`src/rtl/spr_pkg.sv`:
```
package spr_pkg;
  typedef enum logic [1:0] {
    SP_IDLE = 2'd0,
    SP_COPY = 2'd1,
    SP_DONE = 2'd2
  } sp_state_e;
endpackage

```
`src/rtl/spr_trigger.sv`:
```
module spr_trigger #(
  parameter int NUM_RANKS = 4,
  parameter int CNT_W     = 4,
  parameter int RANK_W    = 2
) (
  input  logic                       clk,
  input  logic                       rst,
  input  logic                       en,
  input  logic [CNT_W-1:0]           thresh,
  input  logic [NUM_RANKS*CNT_W-1:0] cnt,
  output logic                       trig,
  output logic [RANK_W-1:0]          trig_rank,
  output logic                       thr_hit
);
  logic [NUM_RANKS-1:0] eq_vec;
  logic [NUM_RANKS-1:0] ge_vec;
  logic                 armed;

  function automatic logic [RANK_W-1:0] low_rank(input logic [NUM_RANKS-1:0] v);
    low_rank = '0;
    for (int i = NUM_RANKS - 1; i >= 0; i--)
      if (v[i]) low_rank = RANK_W'(i);
  endfunction

  assign armed = (thresh != '0);

  always_comb begin
    for (int r = 0; r < NUM_RANKS; r++) begin
      eq_vec[r] = armed && (cnt[r*CNT_W +: CNT_W] == thresh);
      ge_vec[r] = armed && (cnt[r*CNT_W +: CNT_W] >= thresh);
    end
  end

  assign trig      = en && ($countones(eq_vec) == 1);
  assign trig_rank = low_rank(eq_vec);

  always_ff @(posedge clk) begin
    if (rst) thr_hit <= 1'b0;
    else     thr_hit <= |ge_vec;
  end
endmodule

```
`src/rtl/spr_arb.sv`:
```
module spr_arb #(
  parameter int NUM_CH = 2
) (
  input  logic [NUM_CH-1:0] req,
  input  logic [NUM_CH-1:0] hold,
  output logic [NUM_CH-1:0] grant
);
  logic earlier;

  always_comb begin
    earlier = 1'b0;
    for (int c = 0; c < NUM_CH; c++) begin
      grant[c] = req[c] && !(|hold) && !earlier;
      earlier  = earlier | req[c];
    end
  end
endmodule

```
`src/rtl/spr_copy_ch.sv`:
```
module spr_copy_ch
  import spr_pkg::*;
#(
  parameter int NUM_RANKS   = 4,
  parameter int RANK_W      = 2,
  parameter int COPY_LEN    = 8,
  parameter int ADDR_W      = 3,
  parameter int MAP_ENTRIES = 4
) (
  input  logic                          clk,
  input  logic                          rst,
  input  logic                          en,
  input  logic                          auto_go,
  input  logic [RANK_W-1:0]             trig_rank,
  input  logic                          force_req,
  input  logic [RANK_W-1:0]             force_rank,
  input  logic                          spare_wr,
  input  logic [RANK_W-1:0]             spare_wdata,
  input  logic                          beat,
  output logic                          busy,
  output logic                          done,
  output logic                          idle,
  output logic                          hold,
  output logic                          force_go,
  output logic [ADDR_W-1:0]             addr,
  output logic [RANK_W-1:0]             spare_q,
  output logic [MAP_ENTRIES*RANK_W-1:0] map_q
);
  localparam int MAP_W = MAP_ENTRIES * RANK_W;
  localparam logic [ADDR_W-1:0] LAST_ADDR = ADDR_W'(COPY_LEN - 1);
  localparam logic [RANK_W-1:0] SPARE_DEF = RANK_W'(NUM_RANKS - 1);

  sp_state_e         state;
  logic              force_q;
  logic [RANK_W-1:0] src_q;
  logic              last_beat;

  function automatic logic [MAP_W-1:0] map_identity();
    for (int e = 0; e < MAP_ENTRIES; e++)
      map_identity[e*RANK_W +: RANK_W] = RANK_W'(e % NUM_RANKS);
  endfunction

  function automatic logic [MAP_W-1:0] remap(input logic [MAP_W-1:0] m,
                                             input logic [RANK_W-1:0] from,
                                             input logic [RANK_W-1:0] to);
    remap = m;
    for (int e = 0; e < MAP_ENTRIES; e++)
      if (m[e*RANK_W +: RANK_W] == from) remap[e*RANK_W +: RANK_W] = to;
  endfunction

  assign busy      = (state == SP_COPY);
  assign done      = (state == SP_DONE);
  assign idle      = (state == SP_IDLE);
  assign hold      = en && !idle;
  assign force_go  = en && force_req && !force_q && !busy;
  assign last_beat = busy && en && beat && (addr == LAST_ADDR);

  always_ff @(posedge clk) begin
    if (rst) begin
      state   <= SP_IDLE;
      addr    <= '0;
      src_q   <= '0;
      force_q <= 1'b0;
      spare_q <= SPARE_DEF;
      map_q   <= map_identity();
    end else begin
      force_q <= force_req;
      if (spare_wr && !busy) spare_q <= spare_wdata;
      unique case (state)
        SP_IDLE: begin
          if (force_go || auto_go) begin
            state <= SP_COPY;
            addr  <= '0;
            src_q <= force_go ? force_rank : trig_rank;
          end
        end
        SP_COPY: begin
          if (!en) begin
            state <= SP_IDLE;
            addr  <= '0;
          end else if (last_beat) begin
            state <= SP_DONE;
            map_q <= remap(map_q, src_q, spare_q);
          end else if (beat) begin
            addr <= addr + 1'b1;
          end
        end
        SP_DONE: begin
          if (!en) begin
            state <= SP_IDLE;
            addr  <= '0;
          end else if (force_go) begin
            state <= SP_COPY;
            addr  <= '0;
            src_q <= force_rank;
          end
        end
        default: state <= SP_IDLE;
      endcase
    end
  end
endmodule

```
`src/rtl/rank_spare_ctrl.sv`:
```
module rank_spare_ctrl #(
  parameter int NUM_CH      = 2,
  parameter int NUM_RANKS   = 4,
  parameter int CNT_W       = 4,
  parameter int COPY_LEN    = 8,
  parameter int MAP_ENTRIES = 4,
  localparam int RANK_W     = $clog2(NUM_RANKS),
  localparam int ADDR_W     = $clog2(COPY_LEN)
) (
  input  logic                                 clk,
  input  logic                                 rst,
  input  logic [NUM_CH-1:0]                    ch_en,
  input  logic [NUM_CH*CNT_W-1:0]              thresh,
  input  logic [NUM_CH*NUM_RANKS*CNT_W-1:0]    err_cnt,
  input  logic [NUM_CH-1:0]                    force_req,
  input  logic [NUM_CH*RANK_W-1:0]             force_rank,
  input  logic [NUM_CH-1:0]                    spare_wr,
  input  logic [NUM_CH*RANK_W-1:0]             spare_wdata,
  input  logic [NUM_CH-1:0]                    beat,
  output logic [NUM_CH-1:0]                    copy_busy,
  output logic [NUM_CH-1:0]                    failover_done,
  output logic [NUM_CH-1:0]                    thr_hit,
  output logic [NUM_CH*ADDR_W-1:0]             copy_addr,
  output logic [NUM_CH*RANK_W-1:0]             spare_rank,
  output logic [NUM_CH*MAP_ENTRIES*RANK_W-1:0] rank_map
);
  localparam int MAP_W = MAP_ENTRIES * RANK_W;

  logic [NUM_CH-1:0] trig;
  logic [NUM_CH-1:0] ch_idle;
  logic [NUM_CH-1:0] ch_hold;
  logic [NUM_CH-1:0] auto_req;
  logic [NUM_CH-1:0] auto_grant;
  logic [NUM_CH-1:0] force_go;

  for (genvar c = 0; c < NUM_CH; c++) begin : g_ch
    logic [RANK_W-1:0] trig_rank;

    spr_trigger #(.NUM_RANKS(NUM_RANKS), .CNT_W(CNT_W), .RANK_W(RANK_W)) u_trig (
      .clk       (clk),
      .rst       (rst),
      .en        (ch_en[c]),
      .thresh    (thresh[c*CNT_W +: CNT_W]),
      .cnt       (err_cnt[c*NUM_RANKS*CNT_W +: NUM_RANKS*CNT_W]),
      .trig      (trig[c]),
      .trig_rank (trig_rank),
      .thr_hit   (thr_hit[c])
    );

    assign auto_req[c] = trig[c] && ch_idle[c];

    spr_copy_ch #(
      .NUM_RANKS(NUM_RANKS), .RANK_W(RANK_W), .COPY_LEN(COPY_LEN),
      .ADDR_W(ADDR_W), .MAP_ENTRIES(MAP_ENTRIES)
    ) u_copy (
      .clk         (clk),
      .rst         (rst),
      .en          (ch_en[c]),
      .auto_go     (auto_grant[c]),
      .trig_rank   (trig_rank),
      .force_req   (force_req[c]),
      .force_rank  (force_rank[c*RANK_W +: RANK_W]),
      .spare_wr    (spare_wr[c]),
      .spare_wdata (spare_wdata[c*RANK_W +: RANK_W]),
      .beat        (beat[c]),
      .busy        (copy_busy[c]),
      .done        (failover_done[c]),
      .idle        (ch_idle[c]),
      .hold        (ch_hold[c]),
      .force_go    (force_go[c]),
      .addr        (copy_addr[c*ADDR_W +: ADDR_W]),
      .spare_q     (spare_rank[c*RANK_W +: RANK_W]),
      .map_q       (rank_map[c*MAP_W +: MAP_W])
    );
  end

  spr_arb #(.NUM_CH(NUM_CH)) u_arb (
    .req   (auto_req),
    .hold  (ch_hold),
    .grant (auto_grant)
  );
endmodule

```
`config.mk`:
```
export PLATFORM = sky130hd
export DESIGN_NAME = rank_spare_ctrl
export DESIGN_NICKNAME = d
export VERILOG_FILES = /design/src/rtl/spr_pkg.sv /design/src/rtl/spr_trigger.sv /design/src/rtl/spr_arb.sv /design/src/rtl/spr_copy_ch.sv /design/src/rtl/rank_spare_ctrl.sv
export SDC_FILE = /design/constraint.sdc
export NUM_CORES = 1
export LEC_CHECK = 0
export BUFFER_PORTS_ARGS = -buffer_cell sky130_fd_sc_hd__buf_2
export CORE_MARGIN = 5
export CORE_UTILIZATION = 47
export CTS_CLUSTER_DIAMETER = 120
export DETAILED_ROUTE_END_ITERATION = 10
export HOLD_SLACK_MARGIN = 0.08
export PLACE_DENSITY = 0.77
export SYNTH_ARGS = -nofsm -noshare
export SYNTH_HDL_FRONTEND = slang
export SYNTH_SLANG_ARGS = --single-unit
```
`constraint.sdc`:
```
create_clock -name clk -period 3.68 [get_ports clk]
set_input_delay 0.736 -clock clk [delete_from_list [all_inputs] [get_ports clk]]
set_output_delay 0.736 -clock clk [all_outputs]
set_load 0.05 [all_outputs]
```
Word-level counts from Yosys, hierarchy flattened
Index checks and enable logic that the tools add are counted.
W data, S select, Z words.
{"block": "totals", "regBits": 38, "latch_bits": 0, "mem_bits_rw": 0, "mem_bits_ro": 0, "inputBits": 58, "output_inout_bits": 32, "wordCells": 192, "n_memories": 0}
{"block": "classes", "n_addsub": 8, "n_mul": 0, "div_mod_pow": 0, "order_cmp": 8, "n_eq_ne": 38, "shifts": 0, "n_mux": 44, "bitwise_logic": 0, "reduce_logical": 74}
{"op": "$add A32 B32 Y32", "n": 2}
{"op": "$eq A32 B2 Y1 const B", "n": 2}
{"op": "$mux W2", "n": 26}
{"op": "$reduce_and A4 Y1", "n": 10}
{"op": "$logic_and A1 B1 Y1", "n": 39}
{"op": "$mux W3", "n": 12}
{"op": "$eq A4 B4 Y1", "n": 8}
{"op": "$ge A4 B4 Y1", "n": 8}
{"op": "$ne A3 B3 Y1 const B", "n": 8}
{"op": "$pmux W3 S3", "n": 2}
{"op": "$eq A2 B2 Y1", "n": 8}
{"op": "$ne A2 B2 Y1 const B", "n": 6}
{"op": "$pmux W2 S3", "n": 2}
{"op": "$reduce_and A5 Y1", "n": 2}
{"op": "$add A1 B1 Y2", "n": 4}
{"op": "$logic_not A1 Y1", "n": 8}
{"op": "$pmux W2 S2", "n": 2}
{"op": "$reduce_bool A4 Y1", "n": 2}
{"op": "$reduce_or A4 Y1", "n": 2}
{"op": "$add A3 B1 Y3 const B", "n": 2}
{"op": "$eq A3 B3 Y1 const B", "n": 2}
{"op": "$reduce_and A3 Y1", "n": 2}
{"op": "$reduce_bool A3 Y1", "n": 2}
{"op": "$eq A2 B1 Y1 const B", "n": 2}
{"op": "5 further kinds", "n": 9}

Longest topological paths before layout
{"block": "logic_depth", "ltp_word": 12, "ltp_mapped": 12, "depth_no_buf": 12}

By module
From an unflattened synthesis, not the netlist that was laid out.
{"block": "hier_totals", "cells_unflattened": 316, "area_unflattened_um2": 2890.3}
{"module": "spr_copy_ch", "n_inst": 2, "cells_per_inst": 95, "area_per_inst_um2": 922.1, "seq_area_each_um2": 360.3}
{"module": "spr_trigger", "n_inst": 2, "cells_per_inst": 61, "area_per_inst_um2": 505.5, "seq_area_each_um2": 20.0}
{"module": "spr_arb", "n_inst": 1, "cells_per_inst": 2, "area_per_inst_um2": 22.5, "seq_area_each_um2": 0.0}
{"module": "rank_spare_ctrl", "n_inst": 1, "cells_per_inst": 2, "area_per_inst_um2": 12.5, "seq_area_each_um2": 0.0}

Worst setup path before layout
OpenSTA, ideal clock, no wires.
{"block": "synth_timing", "path_kind": "input to register", "start": "in thresh[3]", "end": "reg g_ch[1].u_copy.addr[0]", "setup_time_ns": 0.071, "t_arrival_ns": 3.515, "required_ns": 3.609, "setup_slack_ns": 0.094, "cell_stages": 12, "path_buffers": 0, "cell_sequence": "inv_1 ha_1 and3_1 nand3_1 ha_1 ha_1 fa_1 and4bb_4 a311oi_2 o21ai_1 or4b_1 a21oi_1"}
{"block": "synth_between", "elab_chain_cells": 12, "word_cells_on_any_way": 20, "cone_classes": "3 x add/sub; 6 x eq/ne; 11 x reduce/logical"}
{"element": "start, declared", "line_no": "rank_spare_ctrl.sv:13", "text": "input logic [NUM_CH*CNT_W-1:0] thresh,"}
{"element": "$eq A4 B4 Y1 or $reduce_bool A4 Y1 (tied branches)", "line_no": "spr_trigger.sv:29, spr_trigger.sv:25"}
{"element": "$logic_and A1 B1 Y1", "line_no": "spr_trigger.sv:29", "text": "eq_vec[r] = armed && (cnt[r*CNT_W +: CNT_W] == thresh);"}
{"element": "$add A1 B1 Y2 (implied by the code)", "line_no": "spr_trigger.sv:34", "text": "assign trig = en && ($countones(eq_vec) == 1);"}
{"element": "$add A32 B32 Y32 (implied by the code) (*)", "line_no": "spr_trigger.sv:34"}
{"element": "$eq A32 B2 Y1 (*)", "line_no": "spr_trigger.sv:34"}
{"element": "$logic_and A1 B1 Y1 (*)", "line_no": "spr_trigger.sv:34"}
{"element": "$logic_and A1 B1 Y1 (*)", "line_no": "rank_spare_ctrl.sv:50", "text": "assign auto_req[c] = trig[c] && ch_idle[c];"}
{"element": "$logic_not A1 Y1 (*)", "line_no": "spr_arb.sv:13", "text": "grant[c] = req[c] && !(|hold) && !earlier;"}
{"element": "$logic_and A1 B1 Y1 (*)", "line_no": "spr_arb.sv:13"}
{"element": "$logic_or A1 B1 Y1 (*)", "line_no": "spr_copy_ch.sv:71", "text": "if (force_go || auto_go) begin"}
{"element": "$ne A2 B2 Y1 (no line) (*)"}
{"element": "$reduce_and A5 Y1 (no line) (*)"}
{"element": "end signal, assigned", "line_no": "spr_copy_ch.sv:85", "text": "addr <= addr + 1'b1;"}
{"element": "end, declared", "line_no": "spr_copy_ch.sv:25", "text": "output logic [ADDR_W-1:0] addr,"}
Every way passes the cells marked *; elsewhere a longest branch is shown, timed or not.
A chain may end at the register's enable or synchronous reset.

Final worst setup path
{"block": "layout_timing", "start": "in thresh[6]", "end": "reg g_ch[1].u_copy.addr[0]"}
{"block": "layout_between", "elab_chain_cells": 12, "word_cells_on_any_way": 20, "cone_classes": "3 x add/sub; 6 x eq/ne; 11 x reduce/logical"}
{"element": "$eq A4 B4 Y1 or $reduce_bool A4 Y1 (tied branches)", "line_no": "spr_trigger.sv:29, spr_trigger.sv:25"}
{"element": "$logic_and A1 B1 Y1", "line_no": "spr_trigger.sv:29"}
{"element": "$add A1 B1 Y2 (implied by the code)", "line_no": "spr_trigger.sv:34"}
{"element": "$add A32 B32 Y32 (implied by the code) (*)", "line_no": "spr_trigger.sv:34"}
{"element": "$eq A32 B2 Y1 (*)", "line_no": "spr_trigger.sv:34"}
{"element": "$logic_and A1 B1 Y1 (*)", "line_no": "spr_trigger.sv:34"}
{"element": "$logic_and A1 B1 Y1 (*)", "line_no": "rank_spare_ctrl.sv:50"}
{"element": "$logic_and A1 B1 Y1 (*) (2 in a row)", "line_no": "spr_arb.sv:13"}
{"element": "$logic_or A1 B1 Y1 (*)", "line_no": "spr_copy_ch.sv:71"}
{"element": "$ne A2 B2 Y1 (no line) (*)"}
{"element": "$reduce_and A5 Y1 (no line) (*)"}
Marked as above.

==> qor.txt <==
result of the run: complete, no violations
Final Skew: 0.00400 ns
post-route design area: 3700 µm²
average via count per standard cell: 5.37
CP arrival: 3.74 ns
number of nets in the synthesized netlist: 432
total power per unit cell area: 324 nW/µm²
standby leakage power: 1.77 nW
die height: 88.0 µm
maximum frequency from static timing analysis: 283 MHz
Setup crit end kind: flip-flop
# H-tree levels: 2
clock tree root buffer cell: sky130_fd_sc_hd__clkbuf_8
crit path kind: primary input to flip-flop
detailed-placement wirelength estimate: 5930 µm
required time at the endpoint of the critical path: 3.89 ns
final worst hold slack: 0.496 ns
Sinks on Clock Net: 38
global route total overflow: 0
share of synthesized area occupied by flip-flops and latches: 26.6%
net count of the finished layout: 537
average cell area after synthesis: 8.67 µm²
routed metal-1 wirelength: 3280 µm
clock latency on the worst-skew pair: 0.28 ns
fraction of final layout cells with drive strength greater than 1: 30.0%
clock edge transition at the registers on the reported setup and hold paths: 0.07 ns
Wirelength per Cell: 14.6 µm
post-placement cell area: 3490 µm²
worst r2r path cells: 5
area inside the core boundary: 5920 µm²
worst slew margin relative to its limit: 51.2%
R2R Setup Slk: 1.78 ns
global-route usage over all layers: 18.9%
number of violations of the max-capacitance limit: 0
Die ar.: 7750 µm²
Syn. warnings: 0
number of design-rule violations left by the first detailed-router iteration: 128
Core Rows: 28
Worst Hold Depth: 2
via count: 2,742
VDD IR max: 0.000350 V
Worst-Margin Slew: 0.732 ns
R2R Path Start: g_ch[0].u_copy.state[0]$_SDFFE_PP0P_
clock buffer count from CTS: 5
gate count of the mapped netlist: 330
number of global-route vias before repair: 2,725
top layer reached by signal wires: met4
crit path time final: 3.53 ns
Post-synth EDFFs: 0
Top FF cell, synth: sky130_fd_sc_hd__dfxtp_1
Yosys reg bits: 38
maximum number of buffers from clock root to sink: 2
CTS tree: yes
DR DRC count: 0
type of element launching the critical path: primary input
end of the worst register-to-register path: g_ch[0].u_copy.map_q[2]$_SDFFE_PP1P_
async set or reset register ratio after synthesis: 0%
Initial Util: 48.3%
Ant. Diodes: 0
classification of the worst-slack hold path: flip-flop to flip-flop
first-pass GRT wire length: 11,800 µm
Final Hold Violating Endpoints: 0
terminating pin of the worst hold path: g_ch[1].u_copy.addr[2]$_SDFFE_PP0P_
endpoints failing setup: 0
TritonRoute pass-1 iters: 4
hold-fix buffers at CTS: 0
length of routed met2 wiring: 3680 µm
Slew Limit Fails: 0
I/O pin count: 90
I/O Buffers: 89
remaining number of nets flagged by the antenna check after routing: 0
Cell variety after synth: 53
Max FO, Critical Path: 6
Die W: 88.0 µm
Worst Hold Launch: g_ch[1].u_copy.addr[2]$_SDFFE_PP0P_
share of the cycle needed by the critical path after routing: 95.9%
drt total wl: 7450 µm
antenna violations before repair: 0
Synth Cell Area: 2860 µm²
RSZ-0062 raised after global routing: false
placer congestion estimate: 0.878
maximum number of pins on one net before global-route repair: 42
area growth from synthesis to final layout: 29.4%
wire length on met3: 422 µm
## cell families (layout without fill, tap and decap cells)
family	Yosys count	after routing	synth area share [%]
adder cells (fa/ha/maj)	46	46	20.5
AO/OA/AOI/OAI	57	57	14.3
buffers and inverters	40	146	6.12
XOR/XNOR	18	18	5.51
flip-flops	38	38	26.6
multiplexers	10	10	3.50
AND/OR/NAND/NOR	121	121	23.5
## critical path, stage by stage
cell and delay (ns):
sky130_fd_sc_hd__buf_2 0.10, sky130_fd_sc_hd__inv_1 0.07, sky130_fd_sc_hd__ha_1 0.30, sky130_fd_sc_hd__nand4_1 0.15
sky130_fd_sc_hd__nand2b_1 0.18, sky130_fd_sc_hd__ha_1 0.29, sky130_fd_sc_hd__ha_1 0.19, sky130_fd_sc_hd__fa_1 0.44
sky130_fd_sc_hd__nand4bb_4 0.23, sky130_fd_sc_hd__a311oi_4 0.30, sky130_fd_sc_hd__o21ai_2 0.12, sky130_fd_sc_hd__or4b_1 0.47
sky130_fd_sc_hd__a21oi_1 0.14
## cell usage in the layout, fill, tap and decap left out, drive strengths merged, types with 10 or more instances in the layout
cell | Yosys | final
buf | 10 | 114
ha | 42 | 42
dfxtp | 38 | 38
inv | 24 | 24
nor2 | 21 | 21
nor3 | 17 | 17
xor2 | 16 | 16
nor2b | 15 | 15
nand3 | 14 | 14
a21oi | 14 | 14
nand2b | 12 | 12
nand2 | 12 | 12
a211o | 10 | 10
mux2i | 10 | 10
## timing repair
action	in CTS	in global routing
setup buffers	0	2
setup endpoints to repair	0	3
gates resized for setup	0	6
## through the flow
step           util (%)  cells  power (mW)  setup slack [ns]  TNS (ns)
6_report           62.5    511        1.20             0.152         0
5_1_grt            62.5    511        1.26           0.00507         0
4_1_cts            61.3    509        1.19            0.0792         0
3_5_place_dp       58.9    501       0.755            -0.208    -0.663
3_3_place_gp       58.9    501       0.747           -0.0706   -0.0855
2_1_floorplan         -    330       0.651            0.0944         0
## area by class of cell
| cell class | instances | area (µm²) |
|---|---|---|
| multi-input cells | 252 | 1980 |
| clock buffers | 6 | 82.6 |
| repair buffers | 114 | 633 |
| inverters | 24 | 90.1 |
| well taps | 75 | 93.8 |
| fillers | 519 | 2220 |
| flip-flops and latches | 38 | 761 |
| clock inverters | 2 | 60.1 |
## flip-flops by register name (all words and copies together), names as in the netlist
name	flops
g_ch.u_copy.map_q	16
g_ch.u_trig.thr_hit	2
g_ch.u_copy.state	4
g_ch.u_copy.force_q	2
g_ch.u_copy.spare_q	4
g_ch.u_copy.addr	6
g_ch.u_copy.src_q	4
## cell usage after synthesis (all sizes together) (2+ instances only)
cell type | n | area share (%)
or3 | 3 | 0.66
a211o | 10 | 3.1
a221oi | 2 | 0.61
mux2i | 10 | 3.5
dfxtp | 38 | 27
inv | 24 | 3.1
ha | 42 | 18
a22oi | 3 | 0.79
and3 | 2 | 0.44
nand2b | 12 | 2.6
o21ai | 7 | 1.2
a21oi | 14 | 2.4
and3b | 3 | 0.92
o32ai | 2 | 0.61
fa | 2 | 1.4
a311oi | 2 | 0.83
o211ai | 4 | 1.0
nand4 | 7 | 1.5
xnor2 | 2 | 0.61
xor2 | 16 | 4.9
nor2 | 21 | 2.8
buf | 10 | 2.1
a211oi | 2 | 0.52
clkbuf | 6 | 0.87
nor2b | 15 | 3.3
nor3 | 17 | 3.0
or4 | 2 | 0.52
nand2 | 12 | 1.6
maj3 | 2 | 0.70
nand3 | 14 | 2.4
a31oi | 2 | 0.44
nor4 | 4 | 0.87
o22ai | 2 | 0.44
## power breakdown
group          switching [mW]  internal (mW)  total (mW)
logic                   0.170          0.145       0.315
registers              0.0239          0.427       0.450
clock network           0.146          0.289       0.435
total                   0.340          0.861        1.20
## metal layers
metal  up-vias  GRT usage [%]
met5         -              0
met4         0           4.12
met3         7           3.67
met2        78           34.0
met1      1251           23.4
li1       1406              -
## worst max path at each step
stage	from	to	slack (ns)	depth (start not counted)
2_1_floorplan	thresh[3]	g_ch[1].u_copy.addr[0]$_SDFFE_PP0P_	0.09	12
3_3_place_gp	thresh[3]	g_ch[1].u_copy.addr[0]$_SDFFE_PP0P_	-0.07	13
3_5_place_dp	thresh[3]	g_ch[1].u_copy.addr[0]$_SDFFE_PP0P_	-0.21	13
4_1_cts	thresh[3]	g_ch[1].u_copy.addr[0]$_SDFFE_PP0P_	0.08	13
5_1_grt	thresh[6]	g_ch[1].u_copy.addr[0]$_SDFFE_PP0P_	0.005	13
6_report	thresh[6]	g_ch[1].u_copy.addr[0]$_SDFFE_PP0P_	0.15	13
(Power assumes the default switching activity.)
